## src/rtl/ovl_pkg.sv

```systemverilog
package ovl_pkg;

  // Flag state held by the datapath
  typedef struct packed {
    logic nmiPend;
    logic hidden;
    logic pagedIn;
    logic allRam;
  } ovlFlags_t;

  // Strobes from control to datapath
  typedef struct packed {
    logic btnPress;
    logic nmiClr;
    logic hideSet;
    logic pageLoad;
    logic pageVal;
    logic allRamLoad;
    logic allRamVal;
    logic fetchHit;
    logic romHit;
    logic ramHit;
  } ovlStrobe_t;

endpackage

```

## src/rtl/ovl_bus_ctrl.sv

```systemverilog
module ovl_bus_ctrl
  import ovl_pkg::*;
#(
  parameter int          ADDR_W    = 16,
  parameter logic [15:0] NMI_VEC   = 16'h0066,
  parameter logic [7:0]  PAGE_PORT = 8'h3F,
  parameter logic [7:0]  MODE_LO   = 8'hFD,
  parameter logic [3:0]  MODE_HI   = 4'h1
) (
  input  logic              clk,
  input  logic              rstN,
  input  logic              iorqN,
  input  logic              mreqN,
  input  logic              m1N,
  input  logic              rdN,
  input  logic              wrN,
  input  logic [ADDR_W-1:0] addr,
  input  logic              d0,
  input  logic              freezeBtn,
  input  ovlFlags_t         flg,
  output ovlStrobe_t        strb
);

  localparam int TOP     = ADDR_W - 1;
  localparam int NUM_DEC = 5;
  localparam int D_CLR   = 0;
  localparam int D_HIDE  = 1;
  localparam int D_PAGE  = 2;
  localparam int D_MODE  = 3;
  localparam int D_FETCH = 4;

  // Bus sample stage
  logic              iorqQ, mreqQ, m1Q, rdQ, wrQ, d0Q, btnQ;
  logic [ADDR_W-1:0] addrQ;

  always_ff @(posedge clk or negedge rstN) begin
    if (!rstN) begin
      iorqQ <= 1'b1;
      mreqQ <= 1'b1;
      m1Q   <= 1'b1;
      rdQ   <= 1'b1;
      wrQ   <= 1'b1;
      d0Q   <= 1'b0;
      btnQ  <= 1'b0;
      addrQ <= '0;
    end else begin
      iorqQ <= iorqN;
      mreqQ <= mreqN;
      m1Q   <= m1N;
      rdQ   <= rdN;
      wrQ   <= wrN;
      d0Q   <= d0;
      btnQ  <= freezeBtn;
      addrQ <= addr;
    end
  end

  logic ioWr, ioRd, memRd, low7Hit;
  assign ioWr    = !iorqQ && !wrQ;
  assign ioRd    = !iorqQ && !rdQ;
  assign memRd   = !mreqQ && !rdQ;
  assign low7Hit = addrQ[6:0] == PAGE_PORT[6:0];

  logic [NUM_DEC-1:0] decNow, decPrev, decEnd;
  logic               a7Prev, d0Prev;

  always_comb begin
    decNow          = '0;
    decNow[D_CLR]   = ioWr && low7Hit;
    decNow[D_HIDE]  = ioWr && (addrQ[7:0] == PAGE_PORT);
    decNow[D_PAGE]  = ioRd && low7Hit && !addrQ[7] && !flg.hidden;
    decNow[D_MODE]  = ioWr && (addrQ[TOP -: 4] == MODE_HI) && (addrQ[7:0] == MODE_LO);
    decNow[D_FETCH] = memRd && !m1Q && (addrQ == NMI_VEC[ADDR_W-1:0])
                      && flg.nmiPend && !flg.allRam;
  end

  always_ff @(posedge clk or negedge rstN) begin
    if (!rstN) begin
      decPrev <= '0;
      a7Prev  <= 1'b0;
      d0Prev  <= 1'b0;
    end else begin
      decPrev <= decNow;
      a7Prev  <= addrQ[7];
      d0Prev  <= d0Q;
    end
  end

  // Trailing-edge detect per decoded strobe
  for (genvar g = 0; g < NUM_DEC; g++) begin : gEdge
    assign decEnd[g] = decPrev[g] && !decNow[g];
  end

  always_comb begin
    strb            = '0;
    strb.btnPress   = btnQ && !flg.nmiPend;
    strb.nmiClr     = decEnd[D_CLR];
    strb.hideSet    = decEnd[D_HIDE];
    strb.pageLoad   = decEnd[D_PAGE];
    strb.pageVal    = a7Prev;
    strb.allRamLoad = decEnd[D_MODE];
    strb.allRamVal  = d0Prev;
    strb.fetchHit   = decEnd[D_FETCH];
    strb.romHit     = !mreqQ && !addrQ[TOP] && !addrQ[TOP-1] && !addrQ[TOP-2];
    strb.ramHit     = !mreqQ && !addrQ[TOP] && !addrQ[TOP-1] &&  addrQ[TOP-2];
  end

endmodule

```

## src/rtl/ovl_flag_path.sv

```systemverilog
module ovl_flag_path
  import ovl_pkg::*;
(
  input  logic       clk,
  input  logic       rstN,
  input  ovlStrobe_t strb,
  output ovlFlags_t  flg,
  output logic       nmiN,
  output logic       romCeN,
  output logic       ramCeN
);

  always_ff @(posedge clk or negedge rstN) begin
    if (!rstN) begin
      flg.nmiPend <= 1'b0;
      flg.hidden  <= 1'b1;
      flg.pagedIn <= 1'b0;
      flg.allRam  <= 1'b0;
    end else begin
      if (strb.btnPress) begin
        flg.nmiPend <= 1'b1;
        flg.hidden  <= 1'b0;
      end else begin
        if (strb.nmiClr)  flg.nmiPend <= 1'b0;
        if (strb.hideSet) flg.hidden  <= 1'b1;
      end
      if (strb.fetchHit)      flg.pagedIn <= 1'b1;
      else if (strb.pageLoad) flg.pagedIn <= strb.pageVal;
      if (strb.allRamLoad)    flg.allRam  <= strb.allRamVal;
    end
  end

  always_ff @(posedge clk or negedge rstN) begin
    if (!rstN) begin
      nmiN   <= 1'b1;
      romCeN <= 1'b1;
      ramCeN <= 1'b1;
    end else begin
      nmiN   <= !(flg.nmiPend && !flg.allRam);
      romCeN <= !(flg.pagedIn && strb.romHit);
      ramCeN <= !(flg.pagedIn && strb.ramHit);
    end
  end

endmodule

```

## src/rtl/snap_pager.sv

```systemverilog
module snap_pager
  import ovl_pkg::*;
#(
  parameter int          ADDR_W    = 16,
  parameter logic [15:0] NMI_VEC   = 16'h0066,
  parameter logic [7:0]  PAGE_PORT = 8'h3F,
  parameter logic [7:0]  MODE_LO   = 8'hFD,
  parameter logic [3:0]  MODE_HI   = 4'h1
) (
  input  logic              clk,
  input  logic              rstN,
  input  logic              iorqN,
  input  logic              mreqN,
  input  logic              m1N,
  input  logic              rdN,
  input  logic              wrN,
  input  logic [ADDR_W-1:0] addr,
  input  logic              d0,
  input  logic              freezeBtn,
  output logic              nmiN,
  output logic              romCeN,
  output logic              ramCeN
);

  ovlFlags_t  flg;
  ovlStrobe_t strb;

  ovl_bus_ctrl #(
    .ADDR_W(ADDR_W), .NMI_VEC(NMI_VEC), .PAGE_PORT(PAGE_PORT),
    .MODE_LO(MODE_LO), .MODE_HI(MODE_HI)
  ) u_ctrl (
    .clk(clk), .rstN(rstN), .iorqN(iorqN), .mreqN(mreqN), .m1N(m1N),
    .rdN(rdN), .wrN(wrN), .addr(addr), .d0(d0), .freezeBtn(freezeBtn),
    .flg(flg), .strb(strb)
  );

  ovl_flag_path u_path (
    .clk(clk), .rstN(rstN), .strb(strb), .flg(flg),
    .nmiN(nmiN), .romCeN(romCeN), .ramCeN(ramCeN)
  );

endmodule

```

## config.mk

```make
export PLATFORM = sky130hd
export DESIGN_NAME = snap_pager
export DESIGN_NICKNAME = d
export VERILOG_FILES = /design/src/rtl/ovl_pkg.sv /design/src/rtl/ovl_bus_ctrl.sv /design/src/rtl/ovl_flag_path.sv /design/src/rtl/snap_pager.sv
export SDC_FILE = /design/constraint.sdc
export NUM_CORES = 1
export LEC_CHECK = 0
export BUFFER_PORTS_ARGS = -buffer_cell sky130_fd_sc_hd__buf_2
export CORE_MARGIN = 2
export CORE_UTILIZATION = 54
export CTS_CLUSTER_DIAMETER = 50
export CTS_CLUSTER_SIZE = 14
export DETAILED_ROUTE_END_ITERATION = 12
export PLACE_DENSITY_LB_ADDON = 0.15
export SETUP_SLACK_MARGIN = 0.2
export SYNTH_ARGS = -nofsm -noshare
export SYNTH_HDL_FRONTEND = slang
export SYNTH_HIERARCHICAL = 1
export SYNTH_SLANG_ARGS = --single-unit
export TNS_END_PERCENT = 10
```

## constraint.sdc

```tcl
create_clock -name clk -period 3.19 [get_ports clk]
set_input_delay 0.1595 -clock clk [delete_from_list [all_inputs] [get_ports clk]]
set_output_delay 0.1595 -clock clk [all_outputs]
set_load 0.05 [all_outputs]
```

==> results by stage <==
Clock network:
- In this run the number of H-tree levels came out at 2.
- The setup fix buffers added after clock tree synthesis is 0.
- After clock tree synthesis, the clock-pin slew on the worst setup and hold paths is 0.10 ns.
- The post-cts sizing count is 0.
- The CTS tree is done.
- The root buffer cell chosen for the clock tree is clkbuf_4.
- The total clock buffers created by CTS is 5.
- The maximum clock path buffer count is 2.
- The clock drives 37 sinks.
- Clock latency on the worst-skew pair, taken at its later pin, is 0.33 ns.
- Buffers inserted to repair hold after CTS numbered 24.

Layout:
- The final layout contains 156 nets.
- The number of antenna diodes is 0.
- Relative to the synthesized area, the layout overhead comes to 38.65%.
- The post-route netlist has 34.09% of its cells at a drive strength greater than 1.
- The number of non-filler instances in the completed layout is 160.
- The sequential cell area is 937.1 um^2.
- Fill cells in the final layout number 141.
- The area occupied by multi-input gates is 230.2 um^2.

Timing:
- The final setup slack of the worst path is 1.471 ns.
- Based on the critical path, the design can be clocked at up to 581.7 MHz.
- Setup violations remaining at the end of the flow were counted as 0.
- The smallest hold slack is 0.3728 ns.
- The worst-margin pin slew is 0.7547 ns.
- The accumulated negative setup slack is 0 ns.
- The period utilization is 53.89%.
- The final-report max-slew violation count is 0.
- The clock period could shrink to 1.719 ns.
- Setup repair after global routing left no endpoint under its margin.
- Measured against its own limit, the worst slew margin works out to 49.68%.
- The final number of hold-violating endpoints is 0.
- The setup clock skew after layout is 0.008106 ns.

Worst setup path:
- The endpoint arrival time on the critical path is 1.95 ns.
- The critical path endpoint category is a flip-flop.
- The launching instance or port of the critical path is u_ctrl/iorqQ.
- STA classifies the critical path startpoint as a flip-flop.
- For the worst setup path, the data required time is 3.42 ns.
- The critical path class is reg -> reg.
- The slack of the worst reg-to-reg path is 1.47 ns.
- The startpoint identified for the worst register-to-register timing path is u_ctrl/iorqQ.
- The largest fanout on the critical path is 6.

GRT:
- The global-route wire length before repair is 3484 um.
- The via count of the first global-routing pass was 783.
- The initial antenna violation count is 0.
- The largest net degree at the start of global routing is 38.
- Global routing consumed, over all layers together, 19.81% of the routing resources.
- The leftover overflow at the end of global routing is 0.

Die:
- The core region is 2148 um^2.
- Once the floorplan was initialized, standard cells occupied 55.91% of the core.
- The floorplan step set the die height to 51.17 um.
- The die extent in x is 51.17 um.
- The floorplan step defined a die boundary enclosing 2618 um^2.
- After floorplanning, the core was divided into 17 placement rows.
- 28 I/O pins were placed.

Logic synthesis:
- Summed over its instances, the top area cell type makes up 58.33% of the synthesized netlist area.
- Summed over all instances, the cell type with the most area after synthesis is dfrtp_1.
- By area the synthesized netlist is led by dfrtp_1, dfstp_2, o31a_1, nor4_1, nor3_1.
- After technology mapping, the gate count stands at 76.
- In this run, synthesis produced a sequential element count of 37.
- The unique cell type count in the Yosys netlist is 25.
- Sequential elements use 78.02% of the synthesized area.
- Yosys mapped a number of flops with a built-in enable equal to 0.
- The predominant post-synthesis flop cell is dfrtp_1.
- The mapped netlist covers 1201 um^2.
- The count of warnings emitted by yosys is 6.
- Dividing the synthesized area by the synthesized cell count gives 15.80 um^2.
- Counting flops with an async set or reset pin after synthesis yields a share of 100.0%.
- The post-synth net total is 101.

Pwr:
- The power consumption is 0.0008841 W.
- The peak supply drop is 0.0004328 V.
- The areal power density over the cells is 530.9 nW/um^2.
- Summed over all cells, the static leakage comes to 0.7536 nW.

Placed design:
- Port buffering added 27 buffers.
- Routability-driven placement finished with a final weighted congestion of 0.6850.
- The post-place setup slack is 1.489 ns.
- Once placement completed, the tool counted placed cells totaling 128.

Worst hold path:
- In this run the worst hold path is classified as reg -> reg.
- In this run the most critical hold path is launched from u_ctrl/d0Q.

Detailed routing:
- After detailed routing, the number of remaining DRC violations is 0.
- Using the TritonRoute via totals, the vias-per-cell ratio works out to 4.925.
- The post-detailed-route count of antenna-violating nets is 0.
- The final route contains 788 vias.
- The average wire length per cell after detail routing is 13.03 um.
- The violation count after the first detailed-route iteration is 8.
- The first-pass iteration count of the detailed router is 3.
- The detailed-route wire length is 2084 um.

Run:
- Across the run, the number of max-cap violations was 0.

Run status:
- The run finished with clean final reports.
[logic make-up after synthesis]
kind of cell           count (synthesis)  synth area share (%)
and+or+nand+nor                       26                 13.12
DFF                                   37                 78.02
AOI/OAI and AO/OA                      7                 5.105
muxes                                  1                0.9374
buffers and inverters                  5                 2.812
[sequential cells by signal (all words and copies together) (netlist names)]
register,cells
u_ctrl/a7Prev,1
u_ctrl/addrQ,16
u_ctrl/btnQ,1
u_ctrl/d0Prev,1
u_ctrl/d0Q,1
u_ctrl/decPrev,5
u_ctrl/iorqQ,1
u_ctrl/m1Q,1
u_ctrl/mreqQ,1
u_ctrl/rdQ,1
u_ctrl/wrQ,1
u_path/flg,4
u_path/nmiN,1
u_path/ramCeN,1
u_path/romCeN,1
[placed cells by master, fill, tap and decap left out, types with 2 or more instances in the layout]
| cell | synthesis | layout |
|---|---|---|
| clkbuf_4 | 0 | 5 |
| dfrtp_1 | 28 | 28 |
| nor2b_1 | 2 | 2 |
| nor3_1 | 3 | 3 |
| dfstp_2 | 9 | 9 |
| inv_1 | 2 | 2 |
| o31a_1 | 3 | 3 |
| nand2_1 | 3 | 3 |
| nand4_1 | 2 | 2 |
| buf_2 | 0 | 27 |
| dlygate4sd3_1 | 0 | 24 |
| nor2_1 | 4 | 4 |
| nor4_1 | 4 | 4 |
[layer usage]
metal / global-route usage (%) / vias to the layer above / share of wire (%)
met5: 0 / - / 0
met4: 9.459 / 0 / 1.2
met3: 8.772 / 4 / 5.9
met2: 31.17 / 22 / 52
met1: 23.20 / 384 / 41
li1: - / 378 / -
[critical path: stages (launching register included)]
cell	delay (ns)
dfstp_2	0.37
nand4b_1	0.17
or4_4	0.47
o41a_1	0.34
a211o_1	0.26
[final timing paths]
path,to,depth (start not counted)
min reg2reg,u_ctrl/d0Prev,0
max,u_path/flg[1],4
min in group asynchronous,u_ctrl/a7Prev,2
max reg2reg,u_path/flg[1],4
min,u_ctrl/d0Prev,0
max in group asynchronous,u_ctrl/btnQ,2
[power breakdown]
group	switching [W]	internal [W]
sequential	0.0000133	0.000495
combinational	0.0000290	0.0000369
clock	0.000143	0.000167
total	0.000186	0.000698
[Yosys cell counts (2+ instances only)]
library cell / count
dfrtp_1: 28
nand2_1: 3
nor2b_1: 2
inv_1: 2
nor3_1: 3
nor2_1: 4
dfstp_2: 9
nand4_1: 2
nor4_1: 4
buf_4: 2
o31a_1: 3
[final cells by class]
type / count / area share (%)
multi-input combinational: 34 / 13.82
sequential: 37 / 56.27
timing repair buffer: 51 / 22.54
clock buffer: 6 / 2.479
inverter: 2 / 0.4508
tap: 28 / 2.104
clock inverter: 2 / 2.329
[stage by stage]
stage                     util [%]  cell area (um^2)
final                        77.52              1665
after detailed placement     62.61              1345
after global routing         77.52              1665
after CTS                    77.52              1665
after global placement       62.61              1345
after floorplan                  -              1201
Note: power is estimated with default switching activity, not from simulation.
